===== src/rtl/pwm_phase_pkg.sv =====
package pwm_phase_pkg;
  localparam int unsigned DEF_CHANNELS   = 4;
  localparam int unsigned DEF_COUNT_W    = 8;
  localparam int unsigned DEF_PRESCALE_W = 10;
endpackage


===== src/rtl/pwm_tick_gen.sv =====
module pwm_tick_gen #(
  parameter int unsigned PRE_W = pwm_phase_pkg::DEF_PRESCALE_W
) (
  input  logic             clk,
  input  logic             rst,
  input  logic [PRE_W-1:0] prescale,
  output logic             tick
);
  logic [PRE_W-1:0] div_cnt;
  logic             tick_q;

  // The >= compare restarts cleanly if prescale shrinks mid-count.
  always_ff @(posedge clk) begin
    if (rst) begin
      div_cnt <= '0;
      tick_q  <= 1'b0;
    end else if (div_cnt >= prescale) begin
      div_cnt <= '0;
      tick_q  <= 1'b1;
    end else begin
      div_cnt <= div_cnt + 1'b1;
      tick_q  <= 1'b0;
    end
  end

  assign tick = tick_q;

  AST_TICK_SPACING: assert property (@(posedge clk) disable iff (rst)
    (tick_q && prescale != '0) |=> !tick_q);
endmodule


===== src/rtl/pwm_count.sv =====
module pwm_count #(
  parameter int unsigned CNT_W = pwm_phase_pkg::DEF_COUNT_W
) (
  input  logic             clk,
  input  logic             rst,
  input  logic             tick,
  output logic [CNT_W-1:0] count_nxt,
  output logic             wrap
);
  localparam logic [CNT_W-1:0] CNT_MAX = {CNT_W{1'b1}};

  logic [CNT_W-1:0] count_q;

  assign wrap      = tick && (count_q == CNT_MAX);
  assign count_nxt = tick ? count_q + 1'b1 : count_q;

  always_ff @(posedge clk) begin
    if (rst) count_q <= '0;
    else     count_q <= count_nxt;
  end

  AST_WRAP_TO_ZERO: assert property (@(posedge clk) disable iff (rst)
    wrap |=> (count_q == '0));
  AST_IDLE_HOLDS: assert property (@(posedge clk) disable iff (rst)
    !tick |=> $stable(count_q));
endmodule


===== src/rtl/pwm_lane.sv =====
module pwm_lane #(
  parameter int unsigned CNT_W = pwm_phase_pkg::DEF_COUNT_W
) (
  input  logic             clk,
  input  logic             rst,
  input  logic             load,
  input  logic [CNT_W-1:0] count_nxt,
  input  logic [CNT_W-1:0] duty_in,
  input  logic [CNT_W-1:0] phase_in,
  output logic             pwm
);
  logic [CNT_W-1:0] duty_sh, phase_sh;
  logic [CNT_W-1:0] duty_eff, phase_eff, shifted;
  logic             pwm_q;

  // Values being loaded at a wrap apply already to count 0.
  assign duty_eff  = load ? duty_in  : duty_sh;
  assign phase_eff = load ? phase_in : phase_sh;
  assign shifted   = count_nxt + phase_eff;

  always_ff @(posedge clk) begin
    if (rst) begin
      duty_sh  <= '0;
      phase_sh <= '0;
      pwm_q    <= 1'b0;
    end else begin
      if (load) begin
        duty_sh  <= duty_in;
        phase_sh <= phase_in;
      end
      pwm_q <= (shifted < duty_eff);
    end
  end

  assign pwm = pwm_q;

  AST_ZERO_DUTY_LOW: assert property (@(posedge clk) disable iff (rst)
    (duty_sh == '0 && !load) |=> !pwm_q);
  AST_SHADOW_HOLD: assert property (@(posedge clk) disable iff (rst)
    !load |=> ($stable(duty_sh) && $stable(phase_sh)));
endmodule


===== src/rtl/pwm_phase_gen.sv =====
module pwm_phase_gen #(
  parameter int unsigned CHANNELS = pwm_phase_pkg::DEF_CHANNELS,
  parameter int unsigned CNT_W    = pwm_phase_pkg::DEF_COUNT_W,
  parameter int unsigned PRE_W    = pwm_phase_pkg::DEF_PRESCALE_W
) (
  input  logic                      clk,
  input  logic                      rst,
  input  logic [PRE_W-1:0]          prescale,
  input  logic [CHANNELS*CNT_W-1:0] duty_in,
  input  logic [CHANNELS*CNT_W-1:0] phase_in,
  output logic [CHANNELS-1:0]       pwm_out,
  output logic                      period_start
);
  logic             tick;
  logic             wrap;
  logic [CNT_W-1:0] count_nxt;
  logic             start_q;

  pwm_tick_gen #(.PRE_W(PRE_W)) u_tick (
    .clk      (clk),
    .rst      (rst),
    .prescale (prescale),
    .tick     (tick)
  );

  pwm_count #(.CNT_W(CNT_W)) u_count (
    .clk       (clk),
    .rst       (rst),
    .tick      (tick),
    .count_nxt (count_nxt),
    .wrap      (wrap)
  );

  for (genvar ch = 0; ch < CHANNELS; ch++) begin : g_lane
    pwm_lane #(.CNT_W(CNT_W)) u_lane (
      .clk       (clk),
      .rst       (rst),
      .load      (wrap),
      .count_nxt (count_nxt),
      .duty_in   (duty_in[ch*CNT_W +: CNT_W]),
      .phase_in  (phase_in[ch*CNT_W +: CNT_W]),
      .pwm       (pwm_out[ch])
    );
  end

  always_ff @(posedge clk) begin
    if (rst) start_q <= 1'b0;
    else     start_q <= wrap;
  end

  assign period_start = start_q;

  AST_START_SINGLE: assert property (@(posedge clk) disable iff (rst)
    start_q |=> !start_q);
endmodule


===== config.mk =====
export PLATFORM = sky130hd
export DESIGN_NAME = pwm_phase_gen
export DESIGN_NICKNAME = d
export VERILOG_FILES = /design/src/rtl/pwm_phase_pkg.sv /design/src/rtl/pwm_tick_gen.sv /design/src/rtl/pwm_count.sv /design/src/rtl/pwm_lane.sv /design/src/rtl/pwm_phase_gen.sv
export SDC_FILE = /design/constraint.sdc
export NUM_CORES = 1
export LEC_CHECK = 0
export BUFFER_PORTS_ARGS = -buffer_cell sky130_fd_sc_hd__buf_2
export CORE_ASPECT_RATIO = 0.9
export CORE_MARGIN = 1
export CORE_UTILIZATION = 52
export CTS_CLUSTER_SIZE = 24
export DETAILED_ROUTE_END_ITERATION = 12
export GPL_TIMING_DRIVEN = 0
export PLACE_DENSITY = 0.84
export SETUP_SLACK_MARGIN = 0.5
export SYNTH_ARGS = -nofsm -noshare
export SYNTH_HDL_FRONTEND = slang
export SYNTH_SLANG_ARGS = --single-unit

===== constraint.sdc =====
create_clock -name clk -period 3.4 [get_ports clk]
set_input_delay 0.68 -clock clk [delete_from_list [all_inputs] [get_ports clk]]
set_output_delay 0.68 -clock clk [all_outputs]
set_load 0.03 [all_outputs]

==> flow_summary.toml <==
[place]
dp.cells = 830
gp_congestion = 0.8515
io_buffers = 79
place_ws_ps = -374.9
dp_hpwl_um = 10600

[critical_path]
worst_r2r_endpoint = "g_lane[2].u_lane.pwm"
crit_buf_inv = 1
cp_slowest_cell = "xor2_1"
cp_slowest_stage_delay_ps = 810
path_cells = "buf_4 -> xor2_1 -> ha_2 -> a21o_1 -> nand4_1 -> nand4b_1 -> xor2_1 -> ha_1 -> a21o_1 -> a21o_1 -> a2111oi_4 -> o31a_1"
timing.rr.start = "u_count.count_q[0]"
critical_path_class = "reg2reg"
ff2ff_setup_slack_ps = -310
start_kind = "flip-flop"
required_ps = 3700
arrival_ps = 4010
path_max_fanout = 5
worst_r2r_path_depth = 12
cp_common_cell = "a21o_1"
cpLargestDelayFamily = "XOR/XNOR gates"
end_kind = "flip-flop"

[route]
routed_wl_um = 17980
dr.pass1.iters = 5
drc = 0
ant_nets = 0
drt_iter0_drc = 448
routedWlPerCell_um = 19.94
vias = 5480
post_drt_via_cell_ratio = 6.075

[clock_tree]
clockBufferDepth = 2
clock_sinks = 88
root_buffer = "clkbuf_16"
clk_latency_ps = 350
h-tree-depth = 3
cts-buffers-inserted = 9
cts_tree = "yes"
clk_pin_slew_worst_paths_ps = 70
holdBufCountCts = 0

[status]
status = "finished with violations"
violations = "setup timing"

[floorplan]
core_area_um2 = 9869
die_w_um = 109.4
start_util_pct = 54.67
io_pins = 81
row_count = 34
floorplan.die.height_um = 98.63
die_area_um2 = 10790

[timing]
slew_violations = 0
skew_ps = 10.59
setup_viol = 3
max_slew_margin_pct = 29.97
grt_setup_unrepaired = "true"
tightest_slew_ps = 1047
max_freq_mhz = 269.4
min_period_ps = 3712
timing.final.ws_setup_ps = -312.4
hold_violations = 0
finalCritPeriodShare_pct = 109.2

[worst_hold_path]
hold_depth = 2
hold_path_class = "reg2reg"
hold_start = "g_lane[2].u_lane.duty_sh[6]"
holdPathEnd = "g_lane[2].u_lane.duty_sh[6]"

[yosys]
synthCells = 625
synth.yosys.seq_area_share_pct = 32.65
synth.cell_area_um2 = 5395
synth_seq_cells = 88
ys_types = 44
synth_edf_count = 0
syn-num-nets = 773
synth.avg_cell_area_um2 = 8.632
ys.flop_type = "dfxtp_1"
synthArstFlopShare_pct = 0
synth_warnings = 0

[grt]
grt_pass1_wl_um = 26340
grt_pass1_vias = 5594
antenna_found_initial = 0
track_usage_pct = 32.14
globalRouteOverflowTotal = 0
grt_start_max_net_pins = 16

[finish]
area_growth_pct = 29.96
diodes = 0
layout_common_cells = "nand2_1 (102), dfxtp_1 (81), buf_2 (80)"
fin_nets = 919
fin_cells = 902
layout_commonest_cell = "nand2_1"
drive_above_1_share_pct = 29.25

[power]
internal_power_uw = 1671
powerDensity_nw_per_um2 = 309.1
power_frac_seq_pct = 47.8
p_sw_share_pct = 22.90
clock_power_share_pct = 47.5
switching_power_uw = 496.3
p_comb_share_pct = 4.7
leakagePower_uw = 0.003597
ir_drop_v = 0.0003191

[flow_run]
drv_cap = 0
[logic make-up after synthesis]
group / Yosys count / synth area share [%]
and+or+nand+nor: 251 / 21.75
AOI/OAI and AO/OA: 92 / 11.04
DFF: 88 / 32.65
adders and majority gates: 72 / 17.25
buffers and inverters: 46 / 4.174
xor gates and xnor gates: 43 / 6.980
muxes: 33 / 6.146
[how the worst max path moves through the flow]
stage | cells after the start | to | start | slack (ps)
final | 12 | g_lane[2].u_lane.pwm | u_count.count_q[0] | -310
after global routing | 12 | g_lane[2].u_lane.pwm | u_count.count_q[0] | -350
after CTS | 18 | g_lane[1].u_lane.pwm | u_count.count_q[0] | 4
after detailed placement | 14 | g_lane[1].u_lane.pwm | u_count.count_q[1] | -370
after global placement | 14 | g_lane[1].u_lane.pwm | u_count.count_q[1] | -180
after floorplan | 19 | g_lane[1].u_lane.pwm | u_count.count_q[1] | 130
[cell usage after synthesis (5+ instances only)]
cell	number	area (µm²)
xnor2_1	30	262.8
a21o_1	16	120.1
nand4_1	10	62.56
buf_4	10	75.07
a21oi_1	32	160.2
o21ai_0	12	60.06
nand2_1	115	431.7
xor2_1	13	113.9
nand4b_1	5	43.79
nand3_1	16	80.08
ha_1	68	850.8
nand2b_1	5	31.28
clkbuf_1	9	33.78
nor2_1	51	191.4
buf_2	6	30.03
nor2b_1	39	244.0
o21bai_1	5	37.54
inv_1	18	67.56
mux2i_1	32	320.3
dfxtp_1	88	1762
[tightest hold or removal path: cells and delay by family (launching register included)]
kind             cells  cell delay (ps)
AND/OR/NAND/NOR      1               80
flip-flops           1              310
multiplexers         1               80
[state kept, by name (all words and copies together), names as in the netlist, named ones only]
name / flops
u_tick.tick: 1
u_tick.div_cnt: 10
period_start: 1
u_count.count_q: 8
g_lane.u_lane.duty_sh: 32
g_lane.u_lane.phase_sh: 31
g_lane.u_lane.pwm: 4
[routing by layer]
metal  track usage [%]  vias to the layer above  share of wire [%]
met5                 0                        -                  0
met1             34.54                     2560                 37
met2             55.06                      369                 48
li1                  -                     2427                  -
met3             8.267                      124                7.9
met4             21.54                        0                7.0
[power groups by stage]
stage	clock, µW	combinational, µW	sequential [µW]
final	1030	101	1040
after global routing	1060	110	1040
after CTS	1020	95.0	1040
after detailed placement	0	93.9	1060
after global placement	0	91.3	1060
after floorplan	0	35.1	1060
[what timing repair did]
| action | CTS | global route |
|---|---|---|
| gates resized for setup | 25 | 31 |
| setup buffers | 48 | 8 |
| pin swaps | 30 | 28 |
| endpoints found under the setup margin | 4 | 5 |
[stage by stage]
step / utilization (%) / hold WS (ps) / setup TNS [ps] / power [µW] / instance area [µm²]
2_1_floorplan: - / 431.8 / 0 / 1095 / 5479
3_3_place_gp: 61.12 / 436.5 / -310.4 / 1152 / 6032
3_5_place_dp: 61.12 / 449.8 / -822.3 / 1155 / 6032
4_1_cts: 68.88 / 458.6 / 0 / 2155 / 6798
5_1_grt: 71.04 / 520.7 / -1065 / 2208 / 7012
6_report: 71.04 / 498.6 / -688.8 / 2167 / 7012
[final cells by class]
type / count / area [µm²]
plain buffers: 27 / 192.7
clock buffers: 10 / 239.0
clock inverters: 6 / 66.31
fillers: 659 / 2858
inverters: 19 / 71.32
multi-input cells: 491 / 3687
flip-flops and latches: 88 / 1778
well taps: 126 / 157.7
repair buffers: 135 / 819.5
No activity file was read; power rests on OpenSTA's default activity.
